## src/rtl/wm_serial_tx_pkg.sv

```systemverilog
package wm_serial_tx_pkg;
  typedef enum logic [1:0] {
    SH_IDLE = 2'd0,
    SH_DATA = 2'd1,
    SH_GAP  = 2'd2
  } sh_state_e;

  localparam logic MODE_CONT = 1'b0;
  localparam logic MODE_INTV = 1'b1;
endpackage

```

## src/rtl/wst_bitclk.sv

```systemverilog
module wst_bitclk #(
  parameter int CLK_DIV = 4
) (
  input  logic clk,
  input  logic rst_ni,
  input  logic en,
  output logic tick,
  output logic bclk
);
  localparam int CW = (CLK_DIV > 1) ? $clog2(CLK_DIV) : 1;
  localparam logic [CW-1:0] LAST = CW'(CLK_DIV - 1);
  localparam logic [CW-1:0] HALF = CW'(CLK_DIV / 2);

  logic [CW-1:0] cnt_q, cnt_d;
  logic          bclk_q, bclk_d;

  always_comb begin
    if (!en)               cnt_d = '0;
    else if (cnt_q == LAST) cnt_d = '0;
    else                    cnt_d = cnt_q + 1'b1;
    bclk_d = en && (cnt_d >= HALF);
  end

  always_ff @(posedge clk or negedge rst_ni) begin
    if (!rst_ni) begin
      cnt_q  <= '0;
      bclk_q <= 1'b0;
    end else begin
      cnt_q  <= cnt_d;
      bclk_q <= bclk_d;
    end
  end

  assign tick = en && (cnt_q == LAST);
  assign bclk = bclk_q;

  // a bit boundary always starts the low half of the bit clock
  a_r4_low_after_tick: assert property (@(posedge clk) disable iff (!rst_ni)
    tick |=> !bclk);
endmodule

```

## src/rtl/wst_fifo.sv

```systemverilog
module wst_fifo #(
  parameter int DEPTH  = 16,
  parameter int DATA_W = 8
) (
  input  logic              clk,
  input  logic              rst_ni,
  input  logic              flush,
  input  logic              push,
  input  logic [DATA_W-1:0] wdata,
  input  logic              pop,
  output logic [DATA_W-1:0] rdata,
  output logic [$clog2(DEPTH+1)-1:0] level,
  output logic              full,
  output logic              empty
);
  localparam int AW = (DEPTH > 1) ? $clog2(DEPTH) : 1;
  localparam int LW = $clog2(DEPTH + 1);
  localparam logic [AW-1:0] PTR_LAST = AW'(DEPTH - 1);
  localparam logic [LW-1:0] LVL_MAX  = LW'(DEPTH);

  logic [DATA_W-1:0] mem [DEPTH];
  logic [AW-1:0]     wr_ptr_q, wr_ptr_d, rd_ptr_q, rd_ptr_d;
  logic [LW-1:0]     level_q, level_d;
  logic              do_push, do_pop;

  assign full    = (level_q == LVL_MAX);
  assign empty   = (level_q == '0);
  assign do_push = push && !full && !flush;
  assign do_pop  = pop && !empty && !flush;

  always_comb begin
    wr_ptr_d = wr_ptr_q;
    rd_ptr_d = rd_ptr_q;
    level_d  = level_q;
    if (flush) begin
      wr_ptr_d = '0;
      rd_ptr_d = '0;
      level_d  = '0;
    end else begin
      if (do_push) wr_ptr_d = (wr_ptr_q == PTR_LAST) ? '0 : wr_ptr_q + 1'b1;
      if (do_pop)  rd_ptr_d = (rd_ptr_q == PTR_LAST) ? '0 : rd_ptr_q + 1'b1;
      case ({do_push, do_pop})
        2'b10:   level_d = level_q + 1'b1;
        2'b01:   level_d = level_q - 1'b1;
        default: level_d = level_q;
      endcase
    end
  end

  always_ff @(posedge clk or negedge rst_ni) begin
    if (!rst_ni) begin
      wr_ptr_q <= '0;
      rd_ptr_q <= '0;
      level_q  <= '0;
    end else begin
      wr_ptr_q <= wr_ptr_d;
      rd_ptr_q <= rd_ptr_d;
      level_q  <= level_d;
    end
  end

  always_ff @(posedge clk) begin
    if (do_push) mem[wr_ptr_q] <= wdata;
  end

  assign rdata = mem[rd_ptr_q];
  assign level = level_q;

  // the fill count never exceeds the queue depth
  a_r1_level_bound: assert property (@(posedge clk) disable iff (!rst_ni)
    level_q <= LVL_MAX);
  // a write into a full queue with no pop leaves it full, not wrapped
  a_r7_full_holds: assert property (@(posedge clk) disable iff (!rst_ni)
    (full && push && !pop && !flush) |=> (level_q == LVL_MAX));
endmodule

```

## src/rtl/wst_shifter.sv

```systemverilog
module wst_shifter
  import wm_serial_tx_pkg::*;
#(
  parameter int DATA_W = 8
) (
  input  logic              clk,
  input  logic              rst_ni,
  input  logic              en,
  input  logic              tick,
  input  logic              mode,
  input  logic              q_empty,
  input  logic [DATA_W-1:0] q_head,
  output logic              q_pop,
  output logic              sdata,
  output logic              fsync
);
  localparam int IW = (DATA_W > 1) ? $clog2(DATA_W) : 1;
  localparam logic [IW-1:0] IDX_LAST = IW'(DATA_W - 1);

  sh_state_e         st_q, st_d;
  logic [IW-1:0]     idx_q, idx_d;
  logic [DATA_W-1:0] sr_q, sr_d;
  logic              sd_q, sd_d, fs_q, fs_d;

  always_comb begin
    st_d  = st_q;
    idx_d = idx_q;
    sr_d  = sr_q;
    sd_d  = sd_q;
    fs_d  = fs_q;
    q_pop = 1'b0;
    if (!en) begin
      st_d  = SH_IDLE;
      idx_d = '0;
      sr_d  = '0;
      sd_d  = 1'b0;
      fs_d  = 1'b0;
    end else if (tick) begin
      fs_d = 1'b0;
      if (st_q == SH_DATA && idx_q != IDX_LAST) begin
        idx_d = idx_q + 1'b1;
        sd_d  = sr_q[0];
        sr_d  = sr_q >> 1;
      end else if (st_q == SH_DATA && mode == MODE_INTV) begin
        st_d = SH_GAP;
        sd_d = 1'b0;
      end else if (!q_empty) begin
        q_pop = 1'b1;
        st_d  = SH_DATA;
        idx_d = '0;
        sd_d  = q_head[0];
        sr_d  = {1'b0, q_head[DATA_W-1:1]};
        fs_d  = (mode == MODE_INTV);
      end else begin
        st_d = SH_IDLE;
      end
    end
  end

  always_ff @(posedge clk or negedge rst_ni) begin
    if (!rst_ni) begin
      st_q  <= SH_IDLE;
      idx_q <= '0;
      sr_q  <= '0;
      sd_q  <= 1'b0;
      fs_q  <= 1'b0;
    end else begin
      st_q  <= st_d;
      idx_q <= idx_d;
      sr_q  <= sr_d;
      sd_q  <= sd_d;
      fs_q  <= fs_d;
    end
  end

  assign sdata = sd_q;
  assign fsync = fs_q;

  // the line moves only on a bit boundary
  a_r4_hold_within_bit: assert property (@(posedge clk) disable iff (!rst_ni)
    (en && !tick) |=> $stable(sd_q));
  // sync only accompanies the first bit of a word
  a_r5_sync_on_bit0: assert property (@(posedge clk) disable iff (!rst_ni)
    fs_q |-> (st_q == SH_DATA && idx_q == '0));
  // sync covers the whole bit period
  a_r5_sync_full_bit: assert property (@(posedge clk) disable iff (!rst_ni)
    (fs_q && en && !tick) |=> fs_q);
  // disabling returns the line and sync to low
  a_r9_flush_line: assert property (@(posedge clk) disable iff (!rst_ni)
    !en |=> (!sd_q && !fs_q));
endmodule

```

## src/rtl/wm_serial_tx.sv

```systemverilog
module wm_serial_tx #(
  parameter int DATA_W  = 8,
  parameter int DEPTH   = 16,
  parameter int WM_W    = 4,
  parameter int CLK_DIV = 4
) (
  input  logic              clk,
  input  logic              rst_n,
  input  logic              en_i,
  input  logic              mode_i,
  input  logic [WM_W-1:0]   wmark_i,
  input  logic              wr_en_i,
  input  logic [DATA_W-1:0] wr_data_i,
  output logic              sclk_o,
  output logic              sdata_o,
  output logic              fsync_o,
  output logic              req_o,
  output logic              ovf_o
);
  localparam int LW = $clog2(DEPTH + 1);

  logic [1:0]        rst_sync_q;
  logic              rst_int_n;
  logic              tick, q_pop, q_full, q_empty;
  logic [DATA_W-1:0] q_head;
  logic [LW-1:0]     q_level;
  logic              ovf_q, ovf_d;

  // reset: asserted asynchronously, released on a clock edge
  always_ff @(posedge clk or negedge rst_n) begin
    if (!rst_n) rst_sync_q <= 2'b00;
    else        rst_sync_q <= {rst_sync_q[0], 1'b1};
  end
  assign rst_int_n = rst_sync_q[1];

  wst_bitclk #(.CLK_DIV(CLK_DIV)) u_bitclk (
    .clk    (clk),
    .rst_ni (rst_int_n),
    .en     (en_i),
    .tick   (tick),
    .bclk   (sclk_o)
  );

  wst_fifo #(.DEPTH(DEPTH), .DATA_W(DATA_W)) u_fifo (
    .clk    (clk),
    .rst_ni (rst_int_n),
    .flush  (!en_i),
    .push   (wr_en_i && en_i),
    .wdata  (wr_data_i),
    .pop    (q_pop),
    .rdata  (q_head),
    .level  (q_level),
    .full   (q_full),
    .empty  (q_empty)
  );

  wst_shifter #(.DATA_W(DATA_W)) u_shift (
    .clk     (clk),
    .rst_ni  (rst_int_n),
    .en      (en_i),
    .tick    (tick),
    .mode    (mode_i),
    .q_empty (q_empty),
    .q_head  (q_head),
    .q_pop   (q_pop),
    .sdata   (sdata_o),
    .fsync   (fsync_o)
  );

  always_comb begin
    ovf_d = ovf_q;
    if (!en_i)                  ovf_d = 1'b0;
    else if (wr_en_i && q_full) ovf_d = 1'b1;
  end

  always_ff @(posedge clk or negedge rst_int_n) begin
    if (!rst_int_n) ovf_q <= 1'b0;
    else            ovf_q <= ovf_d;
  end

  assign ovf_o = ovf_q;
  assign req_o = en_i && (int'(q_level) <= int'(wmark_i));

  // the overflow flag is sticky while enabled
  a_r7_ovf_sticky: assert property (@(posedge clk) disable iff (!rst_int_n)
    (ovf_o && en_i) |=> ovf_o);
  // a disabled cycle leaves an empty queue and a clear flag behind
  a_r9_cleared_when_off: assert property (@(posedge clk) disable iff (!rst_int_n)
    !en_i |=> (q_level == '0 && !ovf_o));
endmodule

```

## config.mk

```make
export PLATFORM = sky130hd
export DESIGN_NAME = wm_serial_tx
export DESIGN_NICKNAME = d
export VERILOG_FILES = /design/src/rtl/wm_serial_tx_pkg.sv /design/src/rtl/wst_bitclk.sv /design/src/rtl/wst_fifo.sv /design/src/rtl/wst_shifter.sv /design/src/rtl/wm_serial_tx.sv
export SDC_FILE = /design/constraint.sdc
export NUM_CORES = 1
export LEC_CHECK = 0
export ABC_AREA = 0
export BUFFER_PORTS_ARGS = -buffer_cell sky130_fd_sc_hd__buf_2
export CAP_MARGIN = 25
export CORE_UTILIZATION = 66
export DETAILED_ROUTE_END_ITERATION = 6
export HOLD_SLACK_MARGIN = 0.15
export MAX_ROUTING_LAYER = met4
export PLACE_DENSITY = 0.84
export SLEW_MARGIN = 30
export SYNTH_ARGS = -nofsm -noshare
export SYNTH_HDL_FRONTEND = slang
export SYNTH_SLANG_ARGS = --single-unit
```

## constraint.sdc

```tcl
create_clock -name clk -period 4.9 [get_ports clk]
set_clock_uncertainty 0.2 [all_clocks]
set_input_delay 0.735 -clock clk [delete_from_list [all_inputs] [get_ports clk]]
set_output_delay 0.735 -clock clk [all_outputs]
set_load 0.02 [all_outputs]
```

# After elaboration in Yosys (flattened, before gate mapping)
# Memory sizes are Yosys's and may differ from the RTL's.
# Cells that the tools add are included.
[word_totals]
n_memories = 1
ramBits = 128
ff_bits = 34
input_bits = 17
wordCells = 99
out_inout_bits = 5
[mem_list]
columns = ["memory", "words", "word_bits", "read_ports", "rd_clocked_by_memory_dff", "wr", "line_no", "rtl"]
rows = [
  ["u_fifo.mem", 16, 8, 1, 0, 1, "wst_fifo.sv:21", "logic [DATA_W-1:0] mem [DEPTH];"],
]
[classes]
muxes = 44
n_reduce_logical = 17
addsub = 6
n_eq_ne = 17
magnitude_cmp = 2
[op_table]
columns = ["op", "n"]
rows = [
  ["two-way mux 8 bit", 5],
  ["two-way mux 4 bit", 6],
  ["two-way mux 1 bit", 20],
  ["two-way mux 3 bit", 5],
  ["two-way mux 2 bit", 6],
  ["logical AND 1 bit", 11],
  ["case mux 5 bit (2 select lines)", 1],
  ["adder 4 x 1 -> 4 bit, second input constant", 2],
  ["equality test 4 bit, second input constant", 2],
  ["inequality test 2 x 1 -> 1 bit, second input constant", 4],
  ["inequality test 3 bit, second input constant", 2],
  ["adder 5 x 1 -> 5 bit, second input constant", 1],
  ["equality test 5 bit, second input constant", 1],
  ["less-or-equal comparator 5 x 4 -> 1 bit", 1],
  ["zero test 5 bit", 1],
  ["two-way mux 5 bit", 1],
  ["subtractor 5 x 1 -> 5 bit, second input constant", 1],
  ["equality test 2 x 1 -> 1 bit, second input constant", 2],
  ["equality test 2 bit, second input constant", 2],
  ["inequality test 4 bit, second input constant", 1],
  ["AND reduction 2 bit", 2],
  ["adder 3 x 1 -> 3 bit, second input constant", 1],
  ["inequality test 3 x 1 -> 1 bit, second input constant", 1],
  ["inequality test 3 x 2 -> 1 bit, second input constant", 1],
  ["other kinds (5)", 6],
]

# Longest topological paths before layout
# Gate-level depths: netlist of run 1.
[logic_depth]
ltp_word = 11
ltp_mapped = 12
depth_no_buf = 12

# Hierarchy
# A second synthesis of run 1 with hierarchy kept.
[hier_totals]
hier_cells = 476
hier_area_um2 = 7068.0
[modules_own_cells]
columns = ["module", "seq_area_each_um2", "area_each_um2", "cells_per_inst", "n_inst"]
rows = [
  ["wst_fifo", 4169.0, 5935.7, 360, 1],
  ["wst_shifter", 350.3, 827.0, 87, 1],
  ["wm_serial_tx", 75.1, 217.7, 23, 1],
  ["wst_bitclk", 50.0, 87.6, 6, 1],
]

# Worst setup path before layout of run 1
# Ideal clock, no wire load.
[synth_path]
kind = "input-to-output"
from = "input port wmark_i[1]"
to = "output port req_o"
stages = 7
t_arrival_ns = 1.859
path_buffers = 0
slack_ns = 2.106
path_cell_list = "inv_1 > ha_1 > nor2b_1 > o21a_1 > o21ai_0 > nand2b_1 > a21oi_1"
[synth_via]
elab_chain_cells = 2
[synth_rtl]
columns = ["element", "line_no", "rtl"]
rows = [
  ["start: declaration", "wm_serial_tx.sv:11", "input logic [WM_W-1:0] wmark_i,"],
  ["less-or-equal comparator 5 x 4 -> 1 bit", "wm_serial_tx.sv:82", "assign req_o = en_i && (int'(q_level) <= int'(wmark_i));"],
  ["logical AND 1 bit", "wm_serial_tx.sv:82", ""],
  ["end: declaration", "wm_serial_tx.sv:17", "output logic req_o,"],
]
# No other way between the ends.

# Worst setup path after layout of run 1
[layout_path]
from = "register u_fifo.level_q[1] (netlist: u_fifo.level[1])"
to = "output port req_o"
[layout_via]
elab_chain_cells = 2
[layout_rtl]
columns = ["element", "line_no", "rtl"]
rows = [
  ["start: declaration", "wst_fifo.sv:23", "logic [LW-1:0] level_q, level_d;"],
  ["start signal: assignment", "wst_fifo.sv:58", "level_q <= level_d;"],
  ["less-or-equal comparator 5 x 4 -> 1 bit", "wm_serial_tx.sv:82", ""],
  ["logical AND 1 bit", "wm_serial_tx.sv:82", ""],
]
# No other way between the ends.

==> results of run 1 <==
==> metrics by stage <==
step	setup slack [ps]	instances
global placement	1840	613
floorplan	2110	473
finish	1870	647
global route	1750	647
CTS	1870	647
detailed placement	1770	613
==> metal layers <==
metal	up-vias	track usage
met2	200	0.424
li1	1871	-
met4	0	0.113
met1	2102	0.391
met3	31	0.0368
met5	-	-
==> synth_stat cells, drive strengths merged (4+ instances only) <==
cell type,instances
nor2,18
o21ai,10
edfxtp,128
a2111oi,6
ha,15
dfrtp,32
a211oi,6
nand3,12
mux2i,51
a221oi,12
nand2b,6
a22o,14
nand2,27
mux4,4
clkbuf,5
nor3,6
and2,15
nand4,6
inv,12
nor2b,12
buf,16
a21oi,24
==> cells in the final DEF (no fill, tap or decap), types with 4 or more instances in the layout <==
cell / Yosys / final
and2_1: 15 / 15
a211oi_1: 6 / 6
dfrtp_1: 32 / 31
nand3_1: 11 / 11
nand2_1: 26 / 26
buf_2: 6 / 21
a221oi_1: 12 / 12
mux4_2: 4 / 4
nor2_1: 17 / 17
o21ai_0: 7 / 7
buf_4: 7 / 4
nand2b_1: 6 / 6
mux2i_1: 51 / 51
inv_6: 0 / 5
inv_1: 12 / 12
a21oi_1: 23 / 22
nand4_1: 6 / 6
edfxtp_1: 128 / 128
a22o_1: 14 / 14
clkbuf_16: 0 / 16
nor3_1: 5 / 4
ha_1: 15 / 15
nor2b_1: 12 / 11
==> power by group through the flow <==
stage	combinational, mW	clock [mW]	sequential (mW)
after detailed placement	0.142	0	1.54
after global routing	0.160	1.30	1.52
after global placement	0.136	0	1.54
after CTS	0.145	1.25	1.51
after floorplan	0.0887	0	1.54
final	0.145	1.25	1.51
==> area by class of cell <==
type                    count  area [um2]  area share
flip-flops and latches    160        4650       0.601
multi-input cells         278        2140       0.277
clock buffers              17         414      0.0536
well taps                 136         170      0.0220
repair buffers             27         155      0.0201
clock inverters            15         149      0.0193
inverters                  14        53.8     0.00696
==> worst paths after layout <==
kind / depth (start not counted) / slack [ps] / end / start
hold reg to reg: 0 / 150 / rst_sync_q[1] / rst_sync_q[0]
min in group asynchronous: 2 / 320 / rst_sync_q[1] / rst_n
hold / removal: 0 / 150 / rst_sync_q[1] / rst_sync_q[0]
setup reg to reg: 10 / 1960 / u_fifo.level[4] / u_fifo.level[1]
max in group asynchronous: 2 / 3590 / u_fifo.rd_ptr_q[0] / rst_sync_q[1]
setup / recovery: 7 / 1870 / req_o / u_fifo.level[1]
==> flip-flops by register name, indices dropped and copies added, names as in the netlist <==
name and flops:
ovf_o 1, rst_sync_q 2, u_bitclk.bclk 1, u_bitclk.cnt_q 1, u_fifo.level 5, u_fifo.mem 128, u_fifo.rd_ptr_q 4, u_fifo.wr_ptr_q 4
u_shift.fsync 1, u_shift.idx_q 3, u_shift.sdata 1, u_shift.sr_q 7, u_shift.st_q 2
==> kinds of logic (layout without fill, tap and decap cells) <==
kind of cell | Yosys count | in the layout
other cells | 1 | 1
flops | 160 | 160
simple gates | 110 | 110
xor+xnor | 4 | 4
compound gates | 92 | 92
fa+ha+maj | 16 | 16
mux | 55 | 55
buf+inv | 35 | 73
==> timing repair <==
action | CTS | global route
hold buffers | 2 | 0
buffers inserted | 0 | 0
endpoints found under the hold margin | 32 | 0
setup endpoints to repair | 0 | 0
==> impl_metrics.py, run 1 <==
metrics = {
    "timing": {
        "rsz0062_at_grt": "no",
        "final.period_utilization": 0.618,
        "final.setup.tns_ps": 0,
        "finalSetupViolations": 0,
        "tightestPinTransition_ps": 1050,
        "min_period_ps": 3030,
        "fmax_mhz": 330,
        "relSlewSlack": 0.283,
        "hold_violations": 0,
        "slew_violations": 0,
        "holdWs_ps": 149,
    },
    "worst_setup_path": {
        "path_max_fanout": 6,
        "cpMaxStageDelayCell": "dfrtp_1",
        "crit_buf_inv": 1,
        "critPathRequiredTime_ps": 3960,
        "crit_arrival_ps": 2090,
        "crit_family": "flip-flops",
        "cp_slowest_stage_delay_ps": 450,
        "cp-start-kind": "flip-flop",
        "end_kind": "output pin",
        "cp_cell_sequence": "ha_1 -> nor2b_1 -> o21a_1 -> o21ai_0 -> nand2b_1 -> a21oi_1 -> buf_2",
        "critical_path_class": "reg -> out",
    },
    "place": {
        "place.port_buffers": 21,
        "place_hpwl_um": 8820,
        "gp_congestion": 0.880,
        "placed_cell_area_um2": 7140,
    },
    "grt": {
        "grt_pass1_wl_um": 21700,
        "grt_max_degree": 41,
        "antenna_found_initial": 0,
        "grt_pass1_vias": 3965,
        "grt_use_total": 0.280,
        "overflow": 0,
    },
    "logic_synthesis": {
        "ys_ff_latch": 160,
        "synthFlopType": "edfxtp_1",
        "synth-edff-count": 128,
        "yosysTopAreaCellShare": 0.552,
        "synth_area_leaders": "edfxtp_1 (55%), dfrtp_1 (12%), mux2i_1 (7.3%), ha_1 (2.7%), a22o_1 (1.8%)",
        "synth_adder_area_share": 0.0298,
        "avgSynthCellArea_um2": 14.7,
        "seq_area_frac_synth": 0.667,
        "muxShareOfSynthArea": 0.0863,
        "synthSimpleGateAreaFrac": 0.0859,
        "ys_types": 57,
        "synth_top_family_by_area": "compound AO/OA/AOI/OAI gates",
        "syn_inst": 473,
        "syn_nets": 506,
        "synth_compound_area_frac": 0.0978,
        "ys_warn_count": 0,
        "synth_area_um2": 6960,
        "async_reset_ff_frac": 0.200,
        "synth-xor-area-share": 0.00503,
        "yosys.area.top_type": "edfxtp_1",
    },
    "outcome": {
        "status": "finished clean",
    },
    "routing": {
        "remaining_drc_errors": 0,
        "vias": 4204,
        "detail_route.iter0.violations": 455,
        "wl_met2_um": 6880,
        "wl_met3_um": 974,
        "vias_per_cell": 6.50,
        "ant_nets": 0,
        "wl_per_cell_um": 21.7,
        "wl_met1_um": 5860,
        "routed_wl_um": 14000,
        "routed.top_layer": "met4",
        "drt-pass1-iter-count": 6,
    },
    "clock_network": {
        "root_buffer": "clkbuf_8",
        "cts_tree": "yes",
        "cts_buffer_depth": 2,
        "htree_levels": 4,
        "cts.repair.resized": 0,
        "clk_pin_slew_worst_paths_ps": 70,
        "clkLatencyLatePin_ps": 510,
        "cts.sink_count": 160,
        "cts_made_buffers": 17,
    },
    "die": {
        "start_util": 0.677,
        "fp.coreArea_um2": 10300,
        "rows": 37,
        "dieArea_um2": 11000,
        "io_pins": 22,
        "fp.dieH_um": 105,
        "floorplan.die.width_um": 105,
    },
    "power": {
        "ir_worst_vdd_v": 0.000256,
        "power_leakage_nw": 2.67,
        "power_switching_mw": 0.668,
        "switching_share": 0.230,
        "combPwrFrac": 0.050,
        "intPower_mw": 2.24,
        "p_total_mw": 2.90,
        "pwr-share-seq": 0.521,
        "power_density_nw_per_um2": 376,
        "power_frac_clock": 0.429,
    },
    "flow_run": {
        "max-cap-violations": 0,
    },
    "cells_and_area": {
        "fin_util": 0.752,
        "area_growth_pct": 11.1,
        "num_antenna_cells": 0,
        "fin_nets": 531,
        "final_area_um2": 7730,
        "fillers": 634,
        "drive_gt1_frac": 0.151,
    },
    "min_path": {
        "hold_class": "reg -> reg",
    },
}
Power figures use the tool's default switching activity.
==> inputs of run 2 (changes only) <==
- CORE_UTILIZATION: 66 -> 62
- PLACE_DENSITY: 0.84 -> 0.8
- clock period: 4.9 -> 3 ns (I/O delays scaled with it)
==> run 2 against run 1 <==
Via count about the same. Register-to-register slack got worse by 1800 ps. Power increased by 60%. Design area rose by 3.1%. First-iteration DRC count fell by 8.8%. Non-clock buffer count increased by 33. Hold slack better by 11 ps. Global-route usage shrank 0.37 points. Worst setup slack got worse by 1700 ps. Clock power up 52%. Combinational power increased by 82%. Critical endpoint is now u_fifo.level[4].
==> impl_metrics.py, run 2 (synthesis results as in run 1) <==
metrics = {
    "outcome": {
        "status": "finished clean",
    },
    "cells_and_area": {
        "area_growth_pct": 14.5,
        "largest_reg_flops": 128,
        "drive_gt1_frac": 0.162,
        "final_area_um2": 7970,
        "num_antenna_cells": 0,
        "layout_common_cells": "edfxtp_1 (128), mux2i_1 (51), dfrtp_1 (31)",
        "final_common_cell": "edfxtp_1",
        "regMostFlops": "u_fifo.mem",
        "fin_nets": 564,
    },
    "timing": {
        "final.setup.tns_ps": 0,
        "rsz0062_at_grt": "no",
        "setup_slack_ps": 138,
        "fmax_mhz": 349,
        "hold_violations": 0,
        "finalSetupViolations": 0,
        "tightestPinTransition_ps": 616,
        "relSlewSlack": 0.589,
        "final.period_utilization": 0.954,
        "min_period_ps": 2860,
        "slew_violations": 0,
    },
    "grt": {
        "antenna_found_initial": 0,
        "gr-usage-met3": 0.0573,
        "grt.busiest_layer": "met2",
        "overflow": 0,
        "use_met1": 0.361,
        "grt_use_total": 0.276,
        "met2_usage": 0.427,
        "grt_max_degree": 43,
        "grt_pass1_wl_um": 22300,
        "grt_pass1_vias": 4230,
    },
    "worst_setup_path": {
        "end_kind": "flip-flop",
        "cp-start-kind": "flip-flop",
        "reg2reg_depth": 10,
        "critical_path_class": "reg -> reg",
        "path_max_fanout": 8,
        "crit_arrival_ps": 3060,
        "critPathRequiredTime_ps": 3200,
    },
    "clock_network": {
        "cts.sink_count": 160,
        "root_buffer": "clkbuf_8",
        "clk_pin_slew_worst_paths_ps": 60,
        "cts_made_buffers": 17,
        "clkLatencyLatePin_ps": 520,
        "cts_buffer_depth": 2,
        "htree_levels": 4,
        "cts_tree": "yes",
    },
    "routing": {
        "drt-pass1-iter-count": 5,
        "vias_per_cell": 6.15,
        "routed_wl_um": 14200,
        "vias": 4203,
        "ant_nets": 0,
        "detail_route.iter0.violations": 415,
        "wl_per_cell_um": 20.8,
        "remaining_drc_errors": 0,
    },
    "die": {
        "start_util": 0.639,
        "fp.dieH_um": 108,
        "io_pins": 22,
        "fp.coreArea_um2": 10900,
        "dieArea_um2": 11700,
        "rows": 38,
        "floorplan.die.width_um": 108,
    },
    "power": {
        "ir_worst_vdd_v": 0.000400,
        "power_leakage_nw": 2.79,
        "power_density_nw_per_um2": 582,
    },
    "place": {
        "pre_cts_ws_ps": 141,
        "place.port_buffers": 21,
        "place_hpwl_um": 9410,
        "gp_congestion": 0.855,
        "placed_cell_area_um2": 7280,
    },
    "min_path": {
        "hold_class": "reg -> reg",
        "holdPathStages": 0,
    },
    "flow_run": {
        "max-cap-violations": 0,
    },
}
run 2: cell types whose count changed in the layout (fill, tap and decap cells not counted), sizes merged:
| cell | previous run | this run |
|---|---|---|
| buf | 25 | 45 |
| dlygate4sd3 | 2 | 15 |
| inv | 20 | 13 |
| clkbuf | 17 | 21 |
| clkinvlp | 3 | 5 |
run 2: worst max-delay path, cell delays in order, from the launching register on:
cell,delay [ps]
dfrtp_1,460
or4_4,590
o21ai_4,180
nand3_4,130
clkinv_2,140
ha_1,270
nor2b_1,140
o21a_1,190
o21ai_0,230
o31a_1,150
nand3_1,70
run 2: report_power, final:
part           total (mW)  internal, mW  switching, mW
combinational       0.264         0.103          0.161
sequential           2.47          2.44         0.0296
clock                1.90          1.09          0.812
total                4.64          3.64           1.00
run 2: metal layers:
metal / vias up / share of wire
met4: 0 / 0.020
li1: 1940 / -
met2: 173 / 0.48
met1: 2063 / 0.43
met5: - / 0
met3: 27 / 0.068
run 2: cell type report:
class | instances | area (um2)
Tap cell | 140 | 175
Inverter | 14 | 53.8
Sequential cell | 160 | 4650
Fill cell | 684 | 2920
Timing Repair Buffer | 60 | 445
Clock inverter | 10 | 90.1
Clock buffer | 21 | 429
Multi-Input combinational cell | 278 | 2130
run 2: path summary, 6_finish.rpt:
| path | slack, ps | from | end |
|---|---|---|---|
| max | 140 | u_fifo.level[1] | u_fifo.level[4] |
| min reg2reg | 160 | rst_sync_q[0] | rst_sync_q[1] |
| max in group asynchronous | 1720 | rst_sync_q[1] | u_fifo.rd_ptr_q[0] |
| min in group asynchronous | 470 | rst_sync_q[1] | u_fifo.level[4] |
| max reg2reg | 140 | u_fifo.level[1] | u_fifo.level[4] |
| min | 160 | rst_sync_q[0] | rst_sync_q[1] |
run 2: stage by stage:
stage          power, mW  hold slack, ps   util  std cells
6_report            4.64             161  0.732        683
5_1_grt             4.76             164  0.732        683
4_1_cts             4.65             166  0.730        681
3_5_place_dp        2.76           -67.9  0.669        635
3_3_place_gp        2.75           -74.8  0.668        634
2_1_floorplan       2.66           -45.6      -        473
run 2: timing repair:
action,4_1_cts,5_1_grt
hold buffers,15,0
buffers inserted,0,2
resized for setup,0,0
setup endpoints to repair,0,1
hold endpoints to repair,143,0
==> inputs of run 3 (changes only) <==
- CORE_UTILIZATION: 62 -> 64
- CTS_BUF_LIST: default -> sky130_fd_sc_hd__clkbuf_8
- CTS_CLUSTER_DIAMETER: default -> 30
- PLACE_DENSITY: 0.8 -> 0.82
==> run 3 against run 2 <==
Wire length shrank 4.3%. First-iteration DRC count fell by 27%. Hold slack got worse by 8.1 ps. Final cell count shrank 3.5%. Largest power group unchanged.
==> impl_metrics.py, run 3 (synthesis results as in run 1) <==
metrics = {
    "worst_setup_path": {
        "path_max_fanout": 8,
        "r2r_start": "u_fifo.level[1]",
        "critPathRequiredTime_ps": 3120,
        "crit_arrival_ps": 2970,
        "end_kind": "flip-flop",
        "cp-start-kind": "flip-flop",
        "startpoint": "u_fifo.level[1]",
        "critical_path_class": "reg -> reg",
    },
    "routing": {
        "routed_wl_um": 13600,
        "remaining_drc_errors": 0,
        "wl_per_cell_um": 20.6,
        "vias_per_cell": 6.24,
        "drt-pass1-iter-count": 4,
        "ant_nets": 0,
        "detail_route.iter0.violations": 303,
        "vias": 4113,
    },
    "cells_and_area": {
        "final_area_um2": 7590,
        "layout_common_cells": "edfxtp_1 (128), mux2i_1 (51), dfrtp_1 (30)",
        "final_common_cell": "edfxtp_1",
        "regMostFlops": "u_fifo.mem",
        "fin_nets": 545,
        "num_antenna_cells": 0,
        "drive_gt1_frac": 0.157,
        "area_growth_pct": 9.08,
        "largest_reg_flops": 128,
        "fin_util": 0.729,
    },
    "power": {
        "ir_worst_vdd_v": 0.000374,
        "power_density_nw_per_um2": 529,
        "p_total_mw": 4.01,
        "power_leakage_nw": 2.63,
    },
    "timing": {
        "holdWs_ps": 152,
        "min_period_ps": 2850,
        "relSlewSlack": 0.535,
        "final.period_utilization": 0.951,
        "finalSetupViolations": 0,
        "final.setup.tns_ps": 0,
        "hold_violations": 0,
        "tightestPinTransition_ps": 698,
        "fmax_mhz": 351,
        "slew_violations": 0,
    },
    "die": {
        "rows": 37,
        "dieArea_um2": 11300,
        "fp.dieH_um": 106,
        "fp.coreArea_um2": 10400,
        "io_pins": 22,
        "start_util": 0.668,
        "floorplan.die.width_um": 106,
    },
    "clock_network": {
        "clk_pin_slew_worst_paths_ps": 80,
        "root_buffer": "clkbuf_8",
        "cts_buffer_depth": 2,
        "cts_tree": "yes",
        "htree_levels": 4,
        "cts_made_buffers": 17,
        "clkLatencyLatePin_ps": 450,
        "cts.sink_count": 160,
    },
    "place": {
        "gp_congestion": 0.854,
        "place_hpwl_um": 8860,
        "place.port_buffers": 21,
        "placed_cell_area_um2": 7200,
    },
    "grt": {
        "grt_max_degree": 31,
        "grt_pass1_vias": 4121,
        "grt_use_total": 0.275,
        "antenna_found_initial": 0,
        "grt_pass1_wl_um": 21800,
        "overflow": 0,
    },
    "min_path": {
        "hold_class": "reg -> reg",
        "hold_path.startpoint": "rst_sync_q[0]",
    },
    "flow_run": {
        "max-cap-violations": 0,
    },
    "outcome": {
        "status": "finished clean",
    },
}
-- run 3: cell count changes in the layout (fill, tap and decap cells not counted), moves of 2 or more --
cell           change
inv_1              +2
clkbuf_8          +16
clkinv_2           +3
clkinv_4           +2
buf_4              -7
clkinvlp_4         -3
clkbuf_1           -4
dlygate4sd3_1     -10
clkbuf_16         -16
-- run 3: worst paths after layout --
kind	depth (start not counted)	slack (ps)	endpoint
setup reg to reg	10	150	u_fifo.level[4]
min in group asynchronous	2	590	u_fifo.level[1]
max in group asynchronous	2	1690	u_fifo.rd_ptr_q[0]
hold reg to reg	0	150	rst_sync_q[1]
hold / removal	0	150	rst_sync_q[1]
setup / recovery	10	150	u_fifo.level[4]
-- run 3: layer usage --
metal / track usage / wire, um / vias to the layer above
met4: 0.135 / 353 / 0
met2: 0.415 / 6610 / 147
met5: - / 0 / -
met3: 0.0638 / 820 / 31
met1: 0.356 / 5800 / 2036
li1: - / - / 1899
-- run 3: area by class of cell --
type,count,area [um2]
clock buffers,17,234
clock inverters,13,77.6
fillers,660,2830
inverters,14,53.8
multi-input cells,278,2140
flip-flops and latches,160,4650
well taps,136,170
repair buffers,41,268
-- run 3: timing repair --
| item | CTS | global route |
|---|---|---|
| hold buffers | 5 | 0 |
| resized for setup | 0 | 3 |
| setup endpoints to repair | 0 | 1 |
| endpoints found under the hold margin | 35 | 0 |
| buffers inserted | 0 | 2 |
-- run 3: per-stage QoR --
step / std cells / setup slack (ps)
floorplan: 473 / 302
global placement: 622 / 204
detailed placement: 622 / 55.6
CTS: 657 / 31.5
global route: 659 / -5.68
finish: 659 / 148
-- run 3: power by group --
part | internal (mW) | leakage [nW] | switching, mW
Sequential | 2.44 | 1.57 | 0.0288
Combinational | 0.0932 | 0.896 | 0.158
Clock | 0.548 | 0.167 | 0.748
-- run 3: critical path, cell delays in order (launching register included) --
cell      delay (ps)
dfrtp_2          460
or4_4            580
o21ai_4          180
nand3_4          130
clkinv_2         140
ha_1             270
nor2b_1          140
o21a_1           190
o21ai_1          180
o31a_1           160
nand3_1           90
